<file path="src/rtl/irda_pkg.sv">
// Shared types and constant helpers for the infrared pulse codec.
// Assumes: nothing beyond standard elaboration-time evaluation.
package irda_pkg;

    // Pulse length source chosen by the width select
    typedef enum logic {
        PW_FRACTION = 1'b0,
        PW_FIXED    = 1'b1
    } pw_mode_e;

    // Fixed pulse length in clocks for a nonzero select code
    function automatic int unsigned fixed_clks(input int unsigned base, input int unsigned code);
        return base << code;
    endfunction

endpackage

</file>
<file path="src/rtl/irda_sync.sv">
// Multi-stage synchroniser for an asynchronous single-bit input.
// Assumes: input may change at any time; output reset value is low (idle line).
module irda_sync #(
    parameter int STAGES = 2
) (
    input  logic clk,
    input  logic rst_n,
    input  logic d_in,
    output logic d_out
);

    logic [STAGES-1:0] chain;

    // Shift the input through the flop chain
    always_ff @(posedge clk) begin
        if (!rst_n) chain <= '0;
        else        chain <= {chain[STAGES-2:0], d_in};
    end

    assign d_out = chain[STAGES-1];

endmodule

</file>
<file path="src/rtl/irda_tx_shaper.sv">
// Transmit shaper: tracks bit boundaries from the oversample tick and emits one
// active-high pulse per 0 bit, sized by the width select.
// Assumes: uart_txd changes at most once per bit and not in a tick clock;
// width_sel held while a pulse is in flight; fixed widths fit in one bit.
module irda_tx_shaper
    import irda_pkg::*;
#(
    parameter int TICKS_PER_BIT = 16,
    parameter int FRAC_TICKS    = 3,
    parameter int BASE_CLKS     = 8,
    parameter int SEL_W         = 3,
    parameter int CNT_W         = 11
) (
    input  logic             clk,
    input  logic             rst_n,
    input  logic             tick,
    input  logic [SEL_W-1:0] width_sel,
    input  logic             uart_txd,
    output logic             ir_tx
);

    localparam int PH_W = $clog2(TICKS_PER_BIT);

    logic [PH_W-1:0]  phase;
    logic             pend;
    logic             txd_prev;
    logic             txd_change;
    logic             bit_start;
    logic             pulse_on;
    logic             frac_q;
    logic [CNT_W-1:0] cnt;
    logic [CNT_W-1:0] load_val;
    logic             dec_en;
    pw_mode_e         sel_mode;

    assign txd_change = (uart_txd != txd_prev);
    assign bit_start  = tick && !txd_change &&
                        (pend || (phase == PH_W'(TICKS_PER_BIT - 1)));
    assign sel_mode   = (width_sel == '0) ? PW_FRACTION : PW_FIXED;
    assign load_val   = (sel_mode == PW_FRACTION) ? CNT_W'(FRAC_TICKS)
                                                  : (CNT_W'(BASE_CLKS) << width_sel);
    assign dec_en     = frac_q ? tick : 1'b1;

    // Track the bit phase: a data change arms a start, ticks advance the phase
    always_ff @(posedge clk) begin
        if (!rst_n) begin
            txd_prev <= 1'b1;
            pend     <= 1'b0;
            phase    <= '0;
        end else begin
            txd_prev <= uart_txd;
            if (txd_change) begin
                pend <= 1'b1;
            end else if (tick) begin
                if (bit_start) begin
                    phase <= '0;
                    pend  <= 1'b0;
                end else begin
                    phase <= phase + 1'b1;
                end
            end
        end
    end

    // Start, time and end one pulse per 0 bit with a reloading down-counter
    always_ff @(posedge clk) begin
        if (!rst_n) begin
            pulse_on <= 1'b0;
            frac_q   <= 1'b1;
            cnt      <= '0;
        end else if (bit_start && !uart_txd) begin
            pulse_on <= 1'b1;
            frac_q   <= (sel_mode == PW_FRACTION);
            cnt      <= load_val;
        end else if (pulse_on && dec_en) begin
            if (cnt == CNT_W'(1)) pulse_on <= 1'b0;
            cnt <= cnt - 1'b1;
        end
    end

    assign ir_tx = pulse_on;


    tx_rise_on_tick_chk: assert property (@(posedge clk) disable iff (!rst_n)
        $rose(ir_tx) |-> $past(tick));


    tx_rise_zero_chk: assert property (@(posedge clk) disable iff (!rst_n)
        $rose(ir_tx) |-> !$past(uart_txd));


    tx_frac_len_chk: assert property (@(posedge clk) disable iff (!rst_n)
        (pulse_on && frac_q) |-> (cnt <= CNT_W'(FRAC_TICKS)));


    tx_cnt_live_chk: assert property (@(posedge clk) disable iff (!rst_n)
        pulse_on |-> (cnt != '0));

endmodule

</file>
<file path="src/rtl/irda_rx_stretch.sv">
// Receive stretcher: detects rising edges of the synchronised pulse input and
// holds the recovered data low for one bit time of ticks after each edge.
// Assumes: ir_sync is already synchronous to clk.
module irda_rx_stretch #(
    parameter int TICKS_PER_BIT = 16
) (
    input  logic clk,
    input  logic rst_n,
    input  logic tick,
    input  logic ir_sync,
    output logic uart_rxd
);

    localparam int CW = $clog2(TICKS_PER_BIT + 1);

    logic          sync_prev;
    logic          rise;
    logic [CW-1:0] cnt;

    assign rise = ir_sync && !sync_prev;

    // Remember the previous synchronised level for edge detection
    always_ff @(posedge clk) begin
        if (!rst_n) sync_prev <= 1'b0;
        else        sync_prev <= ir_sync;
    end

    // Reload on every edge, count ticks down to release the line
    always_ff @(posedge clk) begin
        if (!rst_n)                  cnt <= '0;
        else if (rise)               cnt <= CW'(TICKS_PER_BIT);
        else if (tick && cnt != '0)  cnt <= cnt - 1'b1;
    end

    assign uart_rxd = (cnt == '0);


    rx_reload_chk: assert property (@(posedge clk) disable iff (!rst_n)
        rise |=> (cnt == CW'(TICKS_PER_BIT)));


    rx_fall_cause_chk: assert property (@(posedge clk) disable iff (!rst_n)
        $fell(uart_rxd) |-> $past(rise));


    rx_release_tick_chk: assert property (@(posedge clk) disable iff (!rst_n)
        $rose(uart_rxd) |-> $past(tick));

endmodule

</file>
<file path="src/rtl/irda_sir_codec.sv">
// Top of the infrared pulse codec: transmit shaper plus synchronised receive
// stretcher. Assumes tick16 pulses for one clock, sixteen times per bit.
module irda_sir_codec
    import irda_pkg::*;
#(
    parameter int TICKS_PER_BIT = 16,
    parameter int FRAC_TICKS    = 3,
    parameter int BASE_CLKS     = 8,
    parameter int SEL_W         = 3,
    parameter int SYNC_STAGES   = 2
) (
    input  logic             clk,
    input  logic             rst_n,
    input  logic             tick16,
    input  logic [SEL_W-1:0] width_sel,
    input  logic             uart_txd,
    input  logic             ir_rx,
    output logic             ir_tx,
    output logic             uart_rxd
);

    localparam int MAX_CLKS = int'(fixed_clks(BASE_CLKS, (1 << SEL_W) - 1));
    localparam int CNT_W    = $clog2(MAX_CLKS) + 1;

    logic ir_sync;

    irda_tx_shaper #(
        .TICKS_PER_BIT(TICKS_PER_BIT),
        .FRAC_TICKS   (FRAC_TICKS),
        .BASE_CLKS    (BASE_CLKS),
        .SEL_W        (SEL_W),
        .CNT_W        (CNT_W)
    ) u_tx (
        .clk      (clk),
        .rst_n    (rst_n),
        .tick     (tick16),
        .width_sel(width_sel),
        .uart_txd (uart_txd),
        .ir_tx    (ir_tx)
    );

    irda_sync #(
        .STAGES(SYNC_STAGES)
    ) u_sync (
        .clk  (clk),
        .rst_n(rst_n),
        .d_in (ir_rx),
        .d_out(ir_sync)
    );

    irda_rx_stretch #(
        .TICKS_PER_BIT(TICKS_PER_BIT)
    ) u_rx (
        .clk     (clk),
        .rst_n   (rst_n),
        .tick    (tick16),
        .ir_sync (ir_sync),
        .uart_rxd(uart_rxd)
    );

endmodule

</file>
<file path="config.mk">
export PLATFORM = sky130hd
export DESIGN_NAME = irda_sir_codec
export DESIGN_NICKNAME = d
export VERILOG_FILES = /design/src/rtl/irda_pkg.sv /design/src/rtl/irda_sync.sv /design/src/rtl/irda_tx_shaper.sv /design/src/rtl/irda_rx_stretch.sv /design/src/rtl/irda_sir_codec.sv
export SDC_FILE = /design/constraint.sdc
export NUM_CORES = 1
export LEC_CHECK = 0
export ABC_AREA = 0
export ABC_CLOCK_PERIOD_IN_PS = 3440
export BUFFER_PORTS_ARGS = -buffer_cell sky130_fd_sc_hd__buf_2
export CORE_MARGIN = 3
export CORE_UTILIZATION = 50
export CTS_CLUSTER_SIZE = 40
export DETAILED_ROUTE_END_ITERATION = 12
export PLACE_DENSITY = 0.65
export SYNTH_ARGS = -nofsm -noshare
export SYNTH_HDL_FRONTEND = slang
export SYNTH_SLANG_ARGS = --single-unit
</file>
<file path="constraint.sdc">
create_clock -name clk -period 3.44 [get_ports clk]
set_input_delay 0.688 -clock clk [delete_from_list [all_inputs] [get_ports clk]]
set_output_delay 0.688 -clock clk [all_outputs]
set_load 0.1 [all_outputs]
</file>
Word level (Yosys, flattened, before mapping):

Cells that the tools add are included.

* flip-flop bits (word level): 27
* bits of input ports: 8
* word-level logic and storage cells: 54
* output and inout port bits: 2

* eq/ne operators: 3
* muxes and demuxes: 13
* reductions and logical operators: 22
* add/sub/neg operators: 3
* bitwise gates (word level): 2
* shift-type cells: 1

Operators by type and width (number)
* two-way mux 11 bit: 3
* equality test 11 x 1 -> 1 bit, second input constant: 1
* left shift 4 x 3 -> 11 bit, first input constant: 1
* subtractor 11 x 1 -> 11 bit, second input constant: 1
* two-way mux 5 bit: 2
* nonzero test 2 bit: 5
* two-way mux 1 bit: 7
* logical AND 1 bit: 6
* AND reduction 2 bit: 3
* zero test 5 bit: 1
* nonzero test 5 bit: 1
* subtractor 5 x 1 -> 5 bit, second input constant: 1
* adder 4 x 1 -> 4 bit, second input constant: 1
* equality test 4 bit, second input constant: 1
* two-way mux 4 bit: 1
* zero test 1 bit: 3
* zero test 3 bit: 1
* inverter 1 bit: 2
* OR reduction 2 bit: 1
* logical OR 1 bit: 1
* != test 1 bit: 1

Logic depth before layout (Yosys ltp):

Gate-level depths: netlist of the first run.

* depth after elaboration: 7
* depth in mapped cells: 7
* depth with buffers taken out: 6

Cells and area by module:

A second synthesis of the first run with hierarchy kept.

* cell total of the unflattened synthesis: 156
* area, all modules: 1367.6 µm²

By module, submodules not included
* irda_tx_shaper: area an instance 1033.5 µm², instances 1, cells each 122, seq. area each 380.4 µm²
* irda_rx_stretch: area an instance 281.5 µm², instances 1, cells each 30, seq. area each 120.1 µm²
* irda_sync: area an instance 52.6 µm², instances 1, cells each 4, seq. area each 40.0 µm²

Least setup slack after synthesis of the first run:

No wires, ideal clock.

* kind: flip-flop to output port
* start point: reg u_rx.cnt[0]
* end point: out uart_rxd
* cell stages (with the launch flop): 5
* path buffers: 0
* data required time: 2.752 ns
* data arrival time: 1.624 ns
* setup slack: 1.128 ns
* path through: dfxtp_1 > inv_1 > ha_1 > or4b_1 > inv_1

* word-level cells in the longest chain between the ends: 1

RTL lines
* start: declaration: RTL line irda_rx_stretch.sv:18 `logic [CW-1:0] cnt;`
* start signal: assignment: RTL line irda_rx_stretch.sv:31 `else if (rise) cnt <= CW'(TICKS_PER_BIT);`
* start signal: assignment: RTL line irda_rx_stretch.sv:32 `else if (tick && cnt != '0) cnt <= cnt - 1'b1;`
* zero test 5 bit: RTL line irda_rx_stretch.sv:35 `assign uart_rxd = (cnt == '0);`
* end: declaration: RTL line irda_sir_codec.sv:19 `output logic uart_rxd`

No other way between the ends.

Worst setup path in the final report of the first run:

Same ends and word-level chain as after synthesis.

==> reports/metrics.cfg, run 1 <==
[timing]
fmax_mhz=382
hold_violations=0
fin_skew_ps=5.07
slew_viol_final=0
whs_ps=454
rsz0062_at_grt=no
post-route-min-period_ps=2620
fin_setup_tns_ps=0
worst_pin_slew_ps=941
setup_violations=0
post-route-period-util=0.762
slew_headroom=0.364

[synthesis]
ys_warn_count=0
synth.area.mux_share=0
synth_cells=155
yosys.cell_types.count=38
ys.flop_type=dfxtp_1
yosysSeqAreaShare=0.405
synth_common_cells=dfxtp_1 (27), nor2_1 (15), a21oi_1 (11), inv_1 (9), nand2_1 (9)
async_flop_share=0
synth_area_leaders=dfxtp_1 (41%), xor2_1 (5.3%), nor2_1 (4.2%), a21oi_1 (4.1%), ha_1 (3.8%)
synth-seq-cells=27
syn_area_per_cell_sq_um=8.61
yosysMostFrequentCell=dfxtp_1
synth_area_sq_um=1330
synth_top_family_by_area=simple AND/OR/NAND/NOR gates
synth-simple-area-share=0.257
syn-num-nets=167
yosys.area.top_type=dfxtp_1
synth-edff-count=0
synth_top_area_frac=0.405
synth_xor_xnor_area_share=0.0722
synth_compound_area_frac=0.170
yosys.area_share.adder=0.0375

[clock_tree]
cts.sinks=27
numCtsBuffers=3
clk_pin_slew_ps=150
cts-hold-fix-buffers=0
tritoncts=done
cts_root_buf=clkbuf_4
cts_repair_resize_count=0
post_cts_buffers=0
insertion_delay_ps=330
htree_levels=1
clockBufferDepth=2

[worst_setup_path]
critPathLaunchType=flip-flop
crit_buf_inv=3
critPathMaxStageDelay_ps=510
crit_chain=inv_1 > ha_1 > or4b_1 > inv_1 > buf_2
cpMaxStageDelayCell=or4b_1
endpoint_kind=output pin
reg2reg_depth=5
worst-path-max-fanout=4
cp_num_cells=5
crit_family=buffers and inverters
arrival_ps=1930
crit_type=flip-flop to output pin
cp.required_ps=2750
cpMostUsedCell=inv_1

[power]
leakagePower_nw=0.506
clockPowerShare=0.173
switching_share=0.418
fin_total_pwr_mw=0.829
power_frac_comb=0.377
p_int_mw=0.483
powerDensity_nw_per_um2=591
pwr-share-seq=0.450
worst_ir_drop_vdd_v=0.000985
p_sw_mw=0.346

[global_routing]
gr-usage-all-layers=0.168
gr-total-overflow=0
antenna_found_initial=0
grt_max_degree=17
grt_pass1_vias=1025
grt_pass1_wl_um=4330

[final_layout]
fillCellCount=256
multi_input_area_sq_um=716
antenna_cells=0
final_core_util=0.561
syn_to_final_growth_pct=5.16
final_layout_size_suffix_gt1_frac=0.106
final-seq-area_sq_um=541
nNetsFinal=174

[drt]
drt-met1-wl_um=1200
viasPerCell=5.70
wire_per_inst_um=13.3
drc=0
drtPass1Iterations=4
wirelength_um=2540
met2_wirelength_um=1200
vias=1088
drt-initial-drc-count=25
top_layer=met4
met3_length_um=66
antenna_left=0

[floorplanning]
fp.dieArea_sq_um=3320
core_sq_um=2500
start_util=0.534
die_w_um=57.7
die_y_um=57.7
ios=10
rows=18

[placement]
portBuffers=9
dp.final_hpwl_um=1870
routabilityCongestion=0.812

[worst_hold_path]
hp-class=flip-flop to flip-flop
hold_depth=1

[flow_run]
maxCapViolCount=0

[outcome]
status=finished, final reports clean

[final timing paths]
check                        startpoint  slack (ps)                         end
max            u_rx.cnt[0]$_SDFFE_PP0P_         820                    uart_rxd
min          u_sync.chain[0]$_SDFF_PN0_         450  u_sync.chain[1]$_SDFF_PN0_
max reg2reg  u_tx.phase[0]$_SDFFE_PN0P_        1330    u_tx.cnt[9]$_SDFFE_PN0P_
min reg2reg  u_sync.chain[0]$_SDFF_PN0_         450  u_sync.chain[1]$_SDFF_PN0_
[per-stage QoR]
| step | cells | setup slack [ps] | area [sq um] |
|---|---|---|---|
| floorplan | 155 | 1130 | 1330 |
| global route | 191 | 722 | 1400 |
| global placement | 187 | 1250 | 1370 |
| detailed placement | 187 | 1200 | 1370 |
| finish | 191 | 819 | 1400 |
| CTS | 191 | 804 | 1400 |
[placed cells by master, fill, tap and decap left out]
| cell | netlist | final |
|---|---|---|
| nor3b_1 | 1 | 1 |
| o21ai_1 | 2 | 2 |
| a211oi_1 | 3 | 3 |
| a2bb2oi_1 | 1 | 1 |
| a311oi_1 | 1 | 1 |
| nand3_1 | 8 | 8 |
| a211oi_2 | 1 | 1 |
| nand2b_1 | 4 | 4 |
| clkbuf_4 | 0 | 3 |
| or4_1 | 1 | 1 |
| nor4_2 | 1 | 1 |
| and2_1 | 4 | 4 |
| a221oi_2 | 1 | 1 |
| xor2_1 | 8 | 8 |
| nor4b_1 | 1 | 1 |
| a21oi_1 | 11 | 11 |
| nor2_1 | 15 | 15 |
| o41ai_1 | 1 | 1 |
| a31oi_2 | 1 | 1 |
| inv_1 | 9 | 9 |
| dfxtp_1 | 27 | 27 |
| o21ai_0 | 6 | 6 |
| nand3b_1 | 1 | 1 |
| nand4b_1 | 2 | 2 |
| nand4_1 | 7 | 7 |
| clkinvlp_4 | 0 | 1 |
| buf_2 | 3 | 9 |
| o21a_1 | 1 | 1 |
| nor4_1 | 1 | 1 |
| nor3_1 | 5 | 5 |
| ha_1 | 4 | 4 |
| or3_1 | 1 | 1 |
| nand2_1 | 9 | 9 |
| a311o_1 | 1 | 1 |
| a31oi_1 | 4 | 4 |
| xnor2_1 | 3 | 3 |
| or4b_1 | 2 | 2 |
[routing by layer]
layer	GRT usage	vias up
met3	0.0290	7
met4	0.0927	0
met5	0	-
met2	0.282	15
met1	0.202	498
li1	-	568
[registers in the layout (all words and copies together) (netlist names)]
register / cells
u_tx.cnt: 11
u_rx.cnt: 5
u_tx.phase: 4
u_sync.chain: 2
u_rx.sync_prev: 1
u_tx.frac_q: 1
u_tx.ir_tx: 1
u_tx.pend: 1
u_tx.txd_prev: 1
[cells by family after synthesis]
group	count (synthesis)
AND/OR/NAND/NOR	63
flip-flops	27
buffers and inverters	16
AO/OA/AOI/OAI	34
adder cells (fa/ha/maj)	4
XOR/XNOR	11
[final cells by class]
cell class | instances | share of cell area
multi-input combinational | 112 | 0.510
clock inverter | 1 | 0.00535
sequential | 27 | 0.385
tap | 30 | 0.0268
timing repair buffer | 9 | 0.0321
clock buffer | 3 | 0.0161
inverter | 9 | 0.0241
[power groups by stage]
stage / Clock [mW] / Sequential [mW] / Combinational [mW]
final: 0.144 / 0.373 / 0.313
after floorplan: 0 / 0.376 / 0.267
after global routing: 0.162 / 0.379 / 0.334
after global placement: 0 / 0.379 / 0.304
after detailed placement: 0 / 0.381 / 0.313
after CTS: 0.150 / 0.374 / 0.316
Power figures use the tool's default switching activity.
==> run 2, diff against run 1 <==
--- a/config.mk
+++ b/config.mk
@@ -6,7 +6,7 @@
 export NUM_CORES = 1
 export LEC_CHECK = 0
 export ABC_AREA = 0
-export ABC_CLOCK_PERIOD_IN_PS = 3440
+export ABC_CLOCK_PERIOD_IN_PS = 2650
 export BUFFER_PORTS_ARGS = -buffer_cell sky130_fd_sc_hd__buf_2
 export CORE_MARGIN = 3
 export CORE_UTILIZATION = 50
==> constraint.sdc (replaced) <==
create_clock -name clk -period 2.65 [get_ports clk]
set_input_delay 0.53 -clock clk [delete_from_list [all_inputs] [get_ports clk]]
set_output_delay 0.53 -clock clk [all_outputs]
set_load 0.1 [all_outputs]
==> reports/metrics.cfg, run 2 (synthesized netlist as in run 1, its figures left out) <==
[timing]
fin_skew_ps=7.01
worst_pin_slew_ps=547
setup_violations=0
fin_setup_tns_ps=0
slew_viol_final=0
layout_setup_ws_ps=173
rsz0062_at_grt=no
slew_headroom=0.631
whs_ps=399
post-route-min-period_ps=2480
fmax_mhz=404
post-route-period-util=0.935
hold_violations=0

[global_routing]
antenna_found_initial=0
grt_max_degree=17
grt_pass1_vias=1067
grt_pass1_wl_um=4790
gr-total-overflow=0
gr-usage-all-layers=0.185

[drt]
drtPass1Iterations=4
viasPerCell=5.89
drt-initial-drc-count=94
drc=0
wire_per_inst_um=14.6
vias=1131
antenna_left=0
wirelength_um=2800

[worst_setup_path]
rrSetupSlack_ps=530
crit_path_start=u_rx.cnt[0]$_SDFFE_PP0P_
r2r-start=u_tx.phase[0]$_SDFFE_PN0P_
worst-path-max-fanout=4
arrival_ps=1950
critPathLaunchType=flip-flop
crit_type=flip-flop to output pin
cp.required_ps=2120
reg2reg_to=u_tx.cnt[9]$_SDFFE_PN0P_
endpoint_kind=output pin
reg2reg_depth=5

[clock_tree]
clockBufferDepth=2
numCtsBuffers=3
cts-hold-fix-buffers=0
insertion_delay_ps=330
cts.sinks=27
clk_pin_slew_ps=140
post_cts_buffers=0
cts_root_buf=clkbuf_4
tritoncts=done
cts_repair_resize_count=0
htree_levels=1

[outcome]
status=finished, final reports clean

[floorplanning]
rows=18
ios=10
start_util=0.534
die_y_um=57.7
die_w_um=57.7
core_sq_um=2500
fp.dieArea_sq_um=3320

[final_layout]
largest-register=u_tx.cnt
fillCellCount=243
fin_area_sq_um=1410
final_core_util=0.564
largest_reg_flops=11
syn_to_final_growth_pct=5.72
nNetsFinal=175
top_regs=u_tx.cnt x11, u_rx.cnt x5, u_tx.phase x4
instances_no_fill=192
layout_commonest_cell=dfxtp_1
final_cell_mix=dfxtp_1 (27), nor2_1 (15), a21oi_1 (11)
final_layout_size_suffix_gt1_frac=0.111
antenna_cells=0

[placement]
placed_cell_area_sq_um=1380
portBuffers=9
dp.final_hpwl_um=1990
routabilityCongestion=0.851
place_ws_ps=554
place_inst=188

[flow_run]
maxCapViolCount=0

[power]
worst_ir_drop_vdd_v=0.00107
leakagePower_nw=0.512
powerDensity_nw_per_um2=772
fin_total_pwr_mw=1.09

[worst_hold_path]
hold_depth=2
hp-class=input port to flip-flop
worstHoldEndpoint=u_sync.chain[0]$_SDFF_PN0_
hold_start=ir_rx

run 2: cell count changes in the layout (fill, tap and decap cells not counted):
cell / before / now
buf_4: 0 / 1
run 2: routing by layer:
metal  vias to the layer above  wire [um]  share of wire  global-route usage
met2                        26       1370           0.49               0.303
met3                        10         95          0.034              0.0512
met1                       526       1270           0.45               0.233
met5                         -          0              0                   0
met4                         0         70          0.025              0.0629
li1                        569          -              -                   -
run 2: area by class of cell:
| type | count | area (sq um) | area share |
|---|---|---|---|
| Clock buffer | 3 | 22.5 | 0.0160 |
| Inverter | 9 | 33.8 | 0.0240 |
| Clock inverter | 1 | 7.51 | 0.00532 |
| Sequential cell | 27 | 541 | 0.383 |
| Timing Repair Buffer | 10 | 52.6 | 0.0373 |
| Multi-Input combinational cell | 112 | 716 | 0.508 |
| Tap cell | 30 | 37.5 | 0.0266 |
run 2: worst max-delay path by stage:
| stage | end | slack (ps) |
|---|---|---|
| global route | uart_rxd | 40 |
| finish | uart_rxd | 170 |
| floorplan | u_tx.cnt[10]$_SDFFE_PN0P_ | 470 |
| CTS | uart_rxd | 160 |
| global placement | uart_rxd | 620 |
| detailed placement | uart_rxd | 550 |
run 2: critical path: stages (launching register included):
cell	delay [ps]
dfxtp_1	360
inv_1	70
ha_1	180
or4b_1	520
inv_1	70
buf_2	410
run 2: power by group:
group          switching, mW  total [mW]  internal, mW
combinational          0.295       0.416         0.121
sequential            0.0387       0.487         0.449
clock                  0.127       0.184        0.0578
==> run 3, diff against run 2 <==
--- a/config.mk
+++ b/config.mk
@@ -13,6 +13,7 @@
 export CTS_CLUSTER_SIZE = 40
 export DETAILED_ROUTE_END_ITERATION = 12
 export PLACE_DENSITY = 0.65
+export REMOVE_ABC_BUFFERS = 1
 export SYNTH_ARGS = -nofsm -noshare
 export SYNTH_HDL_FRONTEND = slang
 export SYNTH_SLANG_ARGS = --single-unit
==> reports/metrics.cfg, run 3 (synthesized netlist as in run 1, its figures left out) <==
[outcome]
status=finished, final reports clean

[global_routing]
grt_max_degree=17
gr-total-overflow=0
gr-usage-all-layers=0.164
grt_pass1_vias=1011
grt_pass1_wl_um=4320
antenna_found_initial=0

[worst_setup_path]
crit_type=flip-flop to output pin
crit_family=buffers and inverters
crit_chain=inv_1 > ha_1 > or4b_1 > inv_1 > buf_2
rrSetupSlack_ps=560
worst-path-max-fanout=4
crit_buf_inv=3
cpMostUsedCell=inv_1
arrival_ps=1910
critPathLaunchType=flip-flop
cpMaxStageDelayCell=or4b_1
cp.required_ps=2120
critPathMaxStageDelay_ps=510
endpoint_kind=output pin

[timing]
fin_skew_ps=1.89
slew_headroom=0.640
fmax_mhz=410
post-route-period-util=0.920
hold_violations=0
worst_pin_slew_ps=540
fin_setup_tns_ps=0
whs_ps=417
post-route-min-period_ps=2440
slew_viol_final=0
rsz0062_at_grt=no
setup_violations=0

[placement]
placed_cell_area_sq_um=1380
portBuffers=9
routabilityCongestion=0.771
dp.final_hpwl_um=1830

[final_layout]
syn_to_final_growth_pct=5.44
fillCellCount=246
final_core_util=0.563
top_regs=u_tx.cnt x11, u_rx.cnt x5, u_tx.phase x4
largest-register=u_tx.cnt
final_cell_mix=dfxtp_1 (27), nor2_1 (15), a21oi_1 (11)
fin_area_sq_um=1410
largest_reg_flops=11
layout_commonest_cell=dfxtp_1
final_layout_size_suffix_gt1_frac=0.105
antenna_cells=0
nNetsFinal=175

[clock_tree]
post_cts_buffers=0
cts.sinks=27
clk_pin_slew_ps=130
cts_repair_resize_count=0
htree_levels=1
insertion_delay_ps=310
clockBufferDepth=2
cts_root_buf=clkbuf_4
tritoncts=done
cts-hold-fix-buffers=0
numCtsBuffers=3

[floorplanning]
core_sq_um=2500
start_util=0.534
fp.dieArea_sq_um=3320
die_w_um=57.7
rows=18
die_y_um=57.7
ios=10

[drt]
drt-initial-drc-count=37
viasPerCell=5.60
wirelength_um=2490
vias=1076
wire_per_inst_um=13.0
drtPass1Iterations=4
antenna_left=0
drc=0

[power]
powerDensity_nw_per_um2=759
fin_total_pwr_mw=1.07
leakagePower_nw=0.513
worst_ir_drop_vdd_v=0.000908

[worst_hold_path]
hp-class=input port to flip-flop

[flow_run]
maxCapViolCount=0

==> run 3: changes by cell type in the layout (fill, tap and decap cells not counted), sizes merged <==
| cell | delta |
|---|---|
| clkbuf | +1 |
| clkinvlp | -1 |
==> run 3: area by class of cell <==
type / instances / area, sq um / area share
Multi-Input combinational cell: 112 / 716 / 0.509
Sequential cell: 27 / 541 / 0.384
Tap cell: 30 / 37.5 / 0.0267
Inverter: 9 / 33.8 / 0.0240
Timing Repair Buffer: 10 / 52.6 / 0.0374
Clock buffer: 4 / 26.3 / 0.0187
==> run 3: metrics by stage <==
| stage | std cells | setup WS [ps] |
|---|---|---|
| 6_report | 192 | 212 |
| 3_5_place_dp | 188 | 567 |
| 5_1_grt | 192 | 102 |
| 3_3_place_gp | 188 | 621 |
| 4_1_cts | 192 | 204 |
| 2_1_floorplan | 148 | 496 |
==> run 3: worst paths after layout <==
check | startpoint | end | cells after the start
worst max-delay path | u_rx.cnt[0]$_SDFFE_PP0P_ | uart_rxd | 5
worst min register to register | u_sync.chain[1]$_SDFF_PN0_ | u_rx.sync_prev$_SDFF_PN0_ | 2
worst min-delay path | ir_rx | u_sync.chain[0]$_SDFF_PN0_ | 2
worst max register to register | u_tx.phase[0]$_SDFFE_PN0P_ | u_tx.cnt[9]$_SDFFE_PN0P_ | 5
==> run 3: per-layer routing <==
layer  up-vias  global-route usage  wire length, um  part of all wire
li1        566                   -                -                 -
met1       495               0.210             1250              0.50
met2        13               0.268             1170              0.47
met3         2              0.0267               54             0.022
met4         0              0.0828               20            0.0080
met5         -                   0                0                 0
==> run 3: worst register-to-register path: stages (launching register included) <==
cell and delay [ps]:
dfxtp_1 390, ha_1 220, a31oi_2 150, or4b_1 780
o21a_1 230, a221oi_2 250
==> run 3: power by group <==
part	internal (mW)	switching [mW]
combinational	0.122	0.286
sequential	0.448	0.0384
clock	0.0588	0.113
total	0.630	0.437
